**config.mk**
```make
export PLATFORM = sky130hd
export DESIGN_NAME = rt_status_mgr
export DESIGN_NICKNAME = d
export VERILOG_FILES = /design/src/rtl/rt_stat_pkg.sv /design/src/rtl/rt_cmd_class.sv /design/src/rtl/rt_resp_timer.sv /design/src/rtl/rt_flag_policy.sv /design/src/rtl/rt_status_mgr.sv
export SDC_FILE = /design/constraint.sdc
export NUM_CORES = 1
export LEC_CHECK = 0
export BUFFER_PORTS_ARGS = -buffer_cell sky130_fd_sc_hd__buf_2
export CORE_MARGIN = 1.5
export CORE_UTILIZATION = 40
export DETAILED_ROUTE_END_ITERATION = 8
export PLACE_DENSITY = 0.65
export SYNTH_ARGS = -nofsm -noshare
export SYNTH_HDL_FRONTEND = slang
export SYNTH_HIERARCHICAL = 1
export SYNTH_SLANG_ARGS = --single-unit
```
**constraint.sdc**
```tcl
create_clock -name clk -period 2.7 [get_ports clk]
set_clock_uncertainty 0.2 [all_clocks]
set_input_delay 0.405 -clock clk [delete_from_list [all_inputs] [get_ports clk]]
set_output_delay 0.405 -clock clk [all_outputs]
set_load 0.05 [all_outputs]
```
**src/rtl/rt_stat_pkg.sv**
```systemverilog
// Shared types and codes for the status flag manager.
// Assumes five-bit subaddress and mode code fields.
package rt_stat_pkg;
    localparam int SA_W  = 5;
    localparam int MC_W  = 5;
    localparam int BIT_N = 3;

    // Positions inside the sticky fault word.
    localparam int BIT_TXTO = 0;
    localparam int BIT_HS   = 1;
    localparam int BIT_LOOP = 2;

    // Mode codes recognised by the classifier.
    localparam logic [MC_W-1:0] MC_DBC     = 5'b00000;
    localparam logic [MC_W-1:0] MC_TX_STAT = 5'b00010;
    localparam logic [MC_W-1:0] MC_INH_TF  = 5'b00110;
    localparam logic [MC_W-1:0] MC_OVR_TF  = 5'b00111;
    localparam logic [MC_W-1:0] MC_RST_RT  = 5'b01000;
    localparam logic [MC_W-1:0] MC_TX_LAST = 5'b10010;
    localparam logic [MC_W-1:0] MC_TX_BIT  = 5'b10011;

    // Status bits in transmit order, most significant first.
    typedef struct packed {
        logic me;
        logic srq;
        logic busy;
        logic ssf;
        logic dbca;
        logic tf;
    } stat_t;

    // One-hot-or-zero class of a decoded command.
    typedef struct packed {
        logic rd_last;
        logic tx_bit;
        logic inh_tf;
        logic ovr_tf;
        logic rst_rt;
        logic dbc;
    } cmd_cls_t;
endpackage

```
**src/rtl/rt_cmd_class.sv**
```systemverilog
// Combinational classifier: turns subaddress, T/R bit and code field into
// the command classes that matter for status handling. Assumes a mode
// command is subaddress all-zeros or all-ones; only transmit-direction
// mode codes are recognised.
module rt_cmd_class
    import rt_stat_pkg::*;
(
    input  logic [SA_W-1:0] sa,
    input  logic            tx,
    input  logic [MC_W-1:0] code,
    output cmd_cls_t        cls
);
    logic mode_tx;

    // Mode command in the transmit direction.
    assign mode_tx = ((sa == '0) || (sa == '1)) && tx;

    // Decode the recognised mode codes.
    always_comb begin
        cls = '0;
        if (mode_tx) begin
            cls.rd_last = (code == MC_TX_STAT) || (code == MC_TX_LAST);
            cls.tx_bit  = (code == MC_TX_BIT);
            cls.inh_tf  = (code == MC_INH_TF);
            cls.ovr_tf  = (code == MC_OVR_TF);
            cls.rst_rt  = (code == MC_RST_RT);
            cls.dbc     = (code == MC_DBC);
        end
    end
endmodule

```
**src/rtl/rt_resp_timer.sv**
```systemverilog
// Response window timer. After a command strobe it samples busy and
// service request at edge BUSY_EDGE, accepts a message-error rising edge
// on edges 1..ME_WIN, and raises commit during the cycle before edge
// ME_WIN+1. Assumes 1 <= BUSY_EDGE <= ME_WIN and no new strobe inside
// a running window (a new strobe restarts it).
module rt_resp_timer #(
    parameter int ME_WIN    = 3,
    parameter int BUSY_EDGE = 2
) (
    input  logic clk,
    input  logic rst_n,
    input  logic start,
    input  logic busy_n,
    input  logic srq_n,
    input  logic meq,
    output logic commit,
    output logic busy_s,
    output logic srq_s,
    output logic me_s
);
    localparam int CNT_W = $clog2(ME_WIN + 1);
    localparam logic [CNT_W-1:0] CNT_LAST = CNT_W'(ME_WIN);
    localparam logic [CNT_W-1:0] CNT_BUSY = CNT_W'(BUSY_EDGE - 1);

    logic             active;
    logic [CNT_W-1:0] cnt;
    logic             meq_q;

    // Commit when the window has run its full length.
    assign commit = active && (cnt == CNT_LAST) && !start;

    // Window counter, samplers and message-error edge capture.
    always_ff @(posedge clk) begin
        if (!rst_n) begin
            active <= 1'b0;
            cnt    <= '0;
            meq_q  <= 1'b0;
            busy_s <= 1'b0;
            srq_s  <= 1'b0;
            me_s   <= 1'b0;
        end else begin
            meq_q <= meq;
            if (start) begin
                active <= 1'b1;
                cnt    <= '0;
                busy_s <= 1'b0;
                srq_s  <= 1'b0;
                me_s   <= 1'b0;
            end else if (active) begin
                if (cnt == CNT_LAST) begin
                    active <= 1'b0;
                end else begin
                    cnt <= cnt + 1'b1;
                end
                if (cnt == CNT_BUSY) begin
                    busy_s <= !busy_n;
                    srq_s  <= !srq_n;
                end
                if ((cnt < CNT_LAST) && meq && !meq_q) begin
                    me_s <= 1'b1;
                end
            end
        end
    end
endmodule

```
**src/rtl/rt_flag_policy.sv**
```systemverilog
// Flag and fault-bit keeper. Holds the pending terminal and subsystem
// flags, the terminal-flag inhibit and the sticky fault bits, and applies
// the selected clear policy at each command receipt. Set events win over
// a clear in the same cycle. Assumes cls is valid whenever rx is high.
module rt_flag_policy
    import rt_stat_pkg::*;
(
    input  logic             clk,
    input  logic             rst_n,
    input  logic             rx,
    input  cmd_cls_t         cls,
    input  logic             opt_en_n,
    input  logic             opt_next_n,
    input  logic             opt_bit_n,
    input  logic             tx_timeout,
    input  logic             hs_fail,
    input  logic             loop_fail,
    input  logic             selftest_fail,
    input  logic             addr_par_err,
    input  logic             ss_err_n,
    input  logic             shown_set,
    output logic             tf_pend,
    output logic             ssf_pend,
    output logic             tf_inh,
    output logic             tf_set,
    output logic             ssf_set,
    output logic [BIT_N-1:0] bit_word
);
    logic             since_fault;
    logic             shown;
    logic             fault_evt;
    logic             preserve;
    logic             hold_next;
    logic             clr_pol;
    logic             clr_all;
    logic [BIT_N-1:0] bit_set;

    // Fault events and the clear decision for this cycle.
    always_comb begin
        tf_set    = tx_timeout | loop_fail | selftest_fail | addr_par_err;
        ssf_set   = hs_fail | !ss_err_n;
        fault_evt = tf_set | ssf_set;
        preserve  = !opt_bit_n && since_fault && cls.tx_bit;
        hold_next = !opt_next_n && !shown;
        clr_pol   = rx && !opt_en_n && !cls.rd_last && !preserve && !hold_next;
        clr_all   = clr_pol || (rx && cls.rst_rt);
    end

    // Per-bit set sources of the fault word.
    always_comb begin
        bit_set           = '0;
        bit_set[BIT_TXTO] = tx_timeout;
        bit_set[BIT_HS]   = hs_fail;
        bit_set[BIT_LOOP] = loop_fail;
    end

    // Pending flags: cleared by policy or reset code, set by events.
    always_ff @(posedge clk) begin
        if (!rst_n) begin
            tf_pend  <= 1'b0;
            ssf_pend <= 1'b0;
        end else begin
            tf_pend  <= (tf_pend  & !clr_all) | tf_set;
            ssf_pend <= (ssf_pend & !clr_all) | ssf_set;
        end
    end

    // Fault position tracker and shown marker for the ordering policies.
    always_ff @(posedge clk) begin
        if (!rst_n) begin
            since_fault <= 1'b0;
            shown       <= 1'b0;
        end else begin
            if (fault_evt) begin
                since_fault <= 1'b1;
            end else if (rx && !cls.rd_last) begin
                since_fault <= 1'b0;
            end
            if (fault_evt) begin
                shown <= 1'b0;
            end else if (shown_set) begin
                shown <= 1'b1;
            end
        end
    end

    // Terminal-flag inhibit driven by mode codes.
    always_ff @(posedge clk) begin
        if (!rst_n) begin
            tf_inh <= 1'b0;
        end else if (rx && (cls.rst_rt || cls.ovr_tf)) begin
            tf_inh <= 1'b0;
        end else if (rx && cls.inh_tf) begin
            tf_inh <= 1'b1;
        end
    end

    // One sticky register per fault bit.
    for (genvar g = 0; g < BIT_N; g++) begin : g_bit
        logic q;
        // Sticky fault bit with policy clear.
        always_ff @(posedge clk) begin
            if (!rst_n) begin
                q <= 1'b0;
            end else begin
                q <= (q & !clr_all) | bit_set[g];
            end
        end
        assign bit_word[g] = q;
    end
endmodule

```
**src/rtl/rt_status_mgr.sv**
```systemverilog
// Top of the status flag manager. Classifies the incoming command, runs
// the response window, applies the flag policy, builds the fresh status
// bits, keeps the replay copy and registers the response. Assumes one
// command at a time: a new strobe only after the previous response.
module rt_status_mgr
    import rt_stat_pkg::*;
#(
    parameter int ME_WIN    = 3,
    parameter int BUSY_EDGE = 2
) (
    input  logic             clk,
    input  logic             rst_n,
    input  logic             cmd_valid,
    input  logic [SA_W-1:0]  cmd_sa,
    input  logic             cmd_tx,
    input  logic [MC_W-1:0]  cmd_code,
    input  logic             busy_n,
    input  logic             srq_n,
    input  logic             meq,
    input  logic             ss_err_n,
    input  logic             hs_fail,
    input  logic             tx_timeout,
    input  logic             loop_fail,
    input  logic             selftest_fail,
    input  logic             addr_par_err,
    input  logic             dbc_acc_n,
    input  logic             opt_en_n,
    input  logic             opt_upd_n,
    input  logic             opt_next_n,
    input  logic             opt_bit_n,
    output logic [5:0]       resp_word,
    output logic             resp_vld,
    output logic [BIT_N-1:0] bit_word,
    output logic             dbc_req
);
    cmd_cls_t cls_now;
    logic     rd_last_q;
    logic     dbc_q;
    logic     commit;
    logic     busy_s;
    logic     srq_s;
    logic     me_s;
    logic     tf_pend;
    logic     ssf_pend;
    logic     tf_inh;
    logic     tf_set;
    logic     ssf_set;
    logic     shown_set;
    stat_t    built;
    stat_t    last_q;
    stat_t    last_d;
    stat_t    resp_q;
    logic     resp_from_last;

    rt_cmd_class u_cls (
        .sa   (cmd_sa),
        .tx   (cmd_tx),
        .code (cmd_code),
        .cls  (cls_now)
    );

    rt_resp_timer #(
        .ME_WIN    (ME_WIN),
        .BUSY_EDGE (BUSY_EDGE)
    ) u_tmr (
        .clk    (clk),
        .rst_n  (rst_n),
        .start  (cmd_valid),
        .busy_n (busy_n),
        .srq_n  (srq_n),
        .meq    (meq),
        .commit (commit),
        .busy_s (busy_s),
        .srq_s  (srq_s),
        .me_s   (me_s)
    );

    rt_flag_policy u_pol (
        .clk           (clk),
        .rst_n         (rst_n),
        .rx            (cmd_valid),
        .cls           (cls_now),
        .opt_en_n      (opt_en_n),
        .opt_next_n    (opt_next_n),
        .opt_bit_n     (opt_bit_n),
        .tx_timeout    (tx_timeout),
        .hs_fail       (hs_fail),
        .loop_fail     (loop_fail),
        .selftest_fail (selftest_fail),
        .addr_par_err  (addr_par_err),
        .ss_err_n      (ss_err_n),
        .shown_set     (shown_set),
        .tf_pend       (tf_pend),
        .ssf_pend      (ssf_pend),
        .tf_inh        (tf_inh),
        .tf_set        (tf_set),
        .ssf_set       (ssf_set),
        .bit_word      (bit_word)
    );

    // Hold the command classes that the response stage needs.
    always_ff @(posedge clk) begin
        if (!rst_n) begin
            rd_last_q <= 1'b0;
            dbc_q     <= 1'b0;
        end else if (cmd_valid) begin
            rd_last_q <= cls_now.rd_last;
            dbc_q     <= cls_now.dbc;
        end
    end

    // Assemble the freshly built status bits.
    always_comb begin
        built      = '0;
        built.tf   = tf_pend & !tf_inh;
        built.ssf  = ssf_pend | !ss_err_n;
        built.busy = busy_s;
        built.srq  = srq_s;
        built.me   = me_s;
        built.dbca = dbc_q & !dbc_acc_n;
    end

    // A fresh response that carries a flag marks the flag as shown.
    assign shown_set = commit && !rd_last_q && (built.tf || built.ssf);

    // Next replay copy: fault marking under the update policy, then commit.
    always_comb begin
        last_d = last_q;
        if (!opt_en_n && !opt_upd_n) begin
            last_d.tf  = last_q.tf  | (tf_set & !tf_inh);
            last_d.ssf = last_q.ssf | ssf_set;
        end
        if (commit && !rd_last_q) begin
            last_d = built;
        end
    end

    // Replay copy register.
    always_ff @(posedge clk) begin
        if (!rst_n) begin
            last_q <= '0;
        end else begin
            last_q <= last_d;
        end
    end

    // Response register, valid pulse and bus-control request.
    always_ff @(posedge clk) begin
        if (!rst_n) begin
            resp_q         <= '0;
            resp_vld       <= 1'b0;
            resp_from_last <= 1'b0;
            dbc_req        <= 1'b0;
        end else begin
            resp_vld       <= commit;
            resp_from_last <= commit && rd_last_q;
            dbc_req        <= commit && !rd_last_q && built.dbca;
            if (commit) begin
                resp_q <= rd_last_q ? last_q : built;
            end
        end
    end

    assign resp_word = resp_q;
endmodule

```
Word level (Yosys, flattened, before mapping)
Index checks and enable logic that the tools add are counted.
- register bits after elaboration: 31
- bits of input ports: 28
- output and inout port bits: 11
- logic and storage cells: 126
- $add $sub $neg: 1
- $lt $le $gt $ge: 1
- equal/unequal tests: 9
- muxes and demuxes: 10
- bitwise operators: 23
- reduce and logical (&&, ||, !) cells: 52
- operator list (cell ; count):
    $logic_and A1 B1 Y1 ; 20
    $logic_not A1 Y1 ; 17
    $eq A5 B5 Y1 const B ; 3
    $or A1 B1 Y1 ; 13
    $mux W6 ; 2
    $eq A5 B3 Y1 const B ; 2
    $logic_not A5 Y1 ; 2
    $and A1 B1 Y1 ; 8
    $mux W1 ; 7
    $reduce_and A2 Y1 ; 3
    $reduce_or A2 Y1 ; 3
    $eq A5 B2 Y1 const B ; 1
    $eq A5 B4 Y1 const B ; 1
    $logic_or A1 B1 Y1 ; 5
    $reduce_bool A2 Y1 ; 2
    $mux W3 ; 1
    $add A2 B1 Y2 const B ; 1
    $eq A2 B1 Y1 const B ; 1
    $eq A2 B2 Y1 const B ; 1
    $lt A2 B2 Y1 const B ; 1
    $not A1 Y1 ; 2

Longest topological paths before layout
- depth in word-level cells: 12
- depth in mapped cells: 7
- mapped depth without buffers: 7

Hierarchy
The synthesis kept the hierarchy.
- by module, submodules not included (module ; times used ; cells an instance ; area each (um2)):
    rt_status_mgr ; 1 ; 69 ; 669.4
    rt_flag_policy ; 1 ; 32 ; 327.8
    rt_resp_timer ; 1 ; 27 ; 286.5
    rt_cmd_class ; 1 ; 17 ; 118.9

Least setup slack after synthesis
No wires, ideal clock.
- kind: input -> register
- start point: input port cmd_sa[1]
- end point: register u_pol.g_bit[0].q
- setup time: 0.059 ns
- data arrival time: 1.860 ns
- data required time: 2.441 ns
- setup slack: 0.581 ns
- stages on the path: 6
- path buffers: 0
- cells stage by stage: or4_1 o22a_2 nor4_1 and3b_1 o41a_1 a22o_1
- RTL lines (element ; line ; text):
    start: declaration ; rt_status_mgr.sv:14 ; input logic [SA_W-1:0] cmd_sa,
    end signal: assignment ; rt_flag_policy.sv:106 ; q <= (q & !clr_all) | bit_set[g];
    end: declaration ; rt_flag_policy.sv:100 ; logic q;

==> impl_results.md <==
* Gpl congestion at about 0.80
* CP max-delay cell: or4_1
* Cell taking the most area after synthesis: dfxtp_1
* Fin. max-slew vios at 0
* Total Power at 950 uW
* Ant diodes at 0
* Status: finished, final reports clean
* CTS max path bufs at 2
* Synth Register Bits at 31
* Area used by multi-input combinational logic at about 720 um2
* Met2 Use GR at about a quarter
* Critical Path RT at 2.76 ns
* Setup crit start kind: primary input
* CTS hold repair buffers at 0
* Die Footprint at between 3000 and 4000 um2
* Buffers on Ports at 38
* Syn Inst Count at about 150
* Crit-path max FO at 6
* Final setup violation count at 0
* Crit path DAT at roughly 2.2 ns
* Antenna-violating nets left at 0
* Critical Path Sink Type: register
* Most frequent cells in the layout: 38 x buf_2, 31 x dfxtp_1, 15 x nand2_1
* Cell row count at 21
* Setup repair bufs after CTS at 0
* Top Family by Delay on Critical Path: simple AND/OR/NAND/NOR gates
* Core area at between 3000 and 4000 um2
* CP peak stage delay at 0.52 ns
* Drt first pass iters at 4
* Post-CTS sizing at 0
* Hold Path Class: primary input to register
* Initial Util at a little over two fifths
* Ranking of synthesized cells by area: dfxtp_1 44%, nand2_1 4.0%, mux2i_1 3.6%
* Drt total wl at about 2.8 mm
* Worst-Margin Slew at about 0.47 ns
* First-pass GRT wire length at between 5 and 6 mm
* Die Width at a little over 60 um
* Leakage at ~0.0007 uW
* Sequential share of the synthesized area at ~44%
* GRT busiest layer: met2
* Largest net degree at the start of global routing at 28
* RSZ-0062 raised after global routing: false
* Post-layout util at between 50% and 60%
* Detailed Route Iter0 Violations at 50
* Nets at between 200 and 250
* # IOs at 39
* Worst skew pair latency at between 0.3 and 0.4 ns
* DR vias at around 1200
* Routed WL per cell at 12.4 um
* Sink Count at 31
* Synth top area share at 44.2%
* DR DRC count at 0
* Storage cell area at roughly 620 um2
* GR Util met1 at about a fifth
* Vias in the first global route at between 1000 and 1500
* Hold_ws at roughly 0.07 ns
* Overall routing resource usage at about 16%
* Fillcell total at around 340
* Htree depth at 2
* CTS buffer count at 5
* Netlist cell types at 45
* R2r setup slk at between 0.8 and 0.9 ns
* Final hold vios at 0
* Worst IR Drop VDD at 387 uV
* CTS tree: done
* Slew headroom at 68.4%
* Clock transition at the registers of the reported paths at ~0.090 ns
* FFs w/ async S/R, synth at 0%
* Final period util at roughly 80%
* DP HPWL at 2.04 mm
* Post-Syn Nets at between 150 and 200
* Synth Warn # at 6
* GRT overflow at 0
* Setup TNS at 0 ns
* Clk root buf: clkbuf_4
* Share of post-route cells with drive strength above 1 at between 30% and 40%
* Post-synth top flop: dfxtp_1
* Worst-path cell chain: buf_2 > or4_1 > o22a_2 > nor4_1 > and3b_1 > o41a_1 > a22o_1
* Synthesis-to-layout area growth at 20.4%
* Worst Path Buf+Inv at 1
* Crit Path Category: primary input to register
* Die extent in y at 62.2 um
* Post-synth EDFFs at 0
* Period minus WS final at ~2.1 ns
* Most common cell after layout, fill and taps aside: buf_2
* Maximum clock frequency at roughly 470 MHz
* Met3 global-route usage at around 4.2%
* Initial antenna violation count at 0
* Max-Cap Viols at 0
* P per Cell Area at ~560 nW/um2
* Syn avg cell area at roughly 9.7 um2
* Via density at roughly 5.2
* Synthesized cell area at between 1000 and 1500 um2
==> sequential cells by signal (all words and copies together) (netlist names), 2 cells and up <==
signal and cells:
resp_word 6, u_pol/g_bit.q 3, u_tmr/cnt 2, last_q 6
==> worst paths after layout <==
check	start	end	cells after the start
max	cmd_sa[1]	u_pol/g_bit[1].q	7
min	busy_n	u_tmr/busy_s	2
max reg2reg	u_tmr/cnt[0]	last_q[0]	7
min reg2reg	last_q[3]	last_q[3]	2
==> report_power, final <==
group          internal [uW]  switching, uW
sequential               471           8.74
combinational           42.7           55.2
clock                    219            153
==> area by class of cell <==
type	count	share of cell area, %
Clock buffer	6	3.04
Clock inverter	2	2.07
Inverter	3	0.667
Sequential cell	31	36.7
Tap cell	46	3.41
Timing Repair Buffer	39	11.7
Multi-Input combinational cell	103	42.4
==> kinds of logic (layout without fill, tap and decap cells) <==
logic type,after synthesis,count (layout),synth area share [%]
buffers and inverters,11,50,4.73
adders and majority gates,2,2,1.78
muxes,5,5,3.57
DFF,31,31,44.2
and+or+nand+nor,57,57,25.7
AOI/OAI and AO/OA,38,38,19.4
xor gates and xnor gates,1,1,0.625
==> per-layer routing <==
| metal | share of wire [%] | wire length [um] |
|---|---|---|
| met2 | 45 | 1280 |
| met1 | 48 | 1360 |
| met5 | 0 | 0 |
| met4 | 2.1 | 61 |
| met3 | 5.0 | 143 |
==> worst register-to-register path: cells and delay by family, from the launching register on <==
kind	cells	cell delay, ns
flip-flops	1	0.38
AND/OR/NAND/NOR	4	0.64
AO/OA/AOI/OAI	1	0.14
adder cells (fa/ha/maj)	1	0.17
buffers and inverters	1	0.20
==> synth_stat cells (all sizes together) (2+ instances only) <==
library cell,count
inv,3
a31oi,2
nand2,15
nand2b,5
and4bb,2
o21ai,7
nor4,3
a22o,5
a211oi,2
a21oi,8
nand3b,3
o311a,2
nor2b,7
o21a,2
mux2i,5
or4,2
nor2,8
nor3,3
buf,7
dfxtp,31
a311oi,2
a21boi,4
nand3,2
ha,2
==> per-stage QoR <==
step	area, um2	setup WS (ns)	std cells
global placement	1600	0.355	222
detailed placement	1600	0.285	222
global route	1690	0.461	230
floorplan	1400	0.581	145
finish	1690	0.591	230
CTS	1690	0.621	230
(Power assumes the default switching activity.)
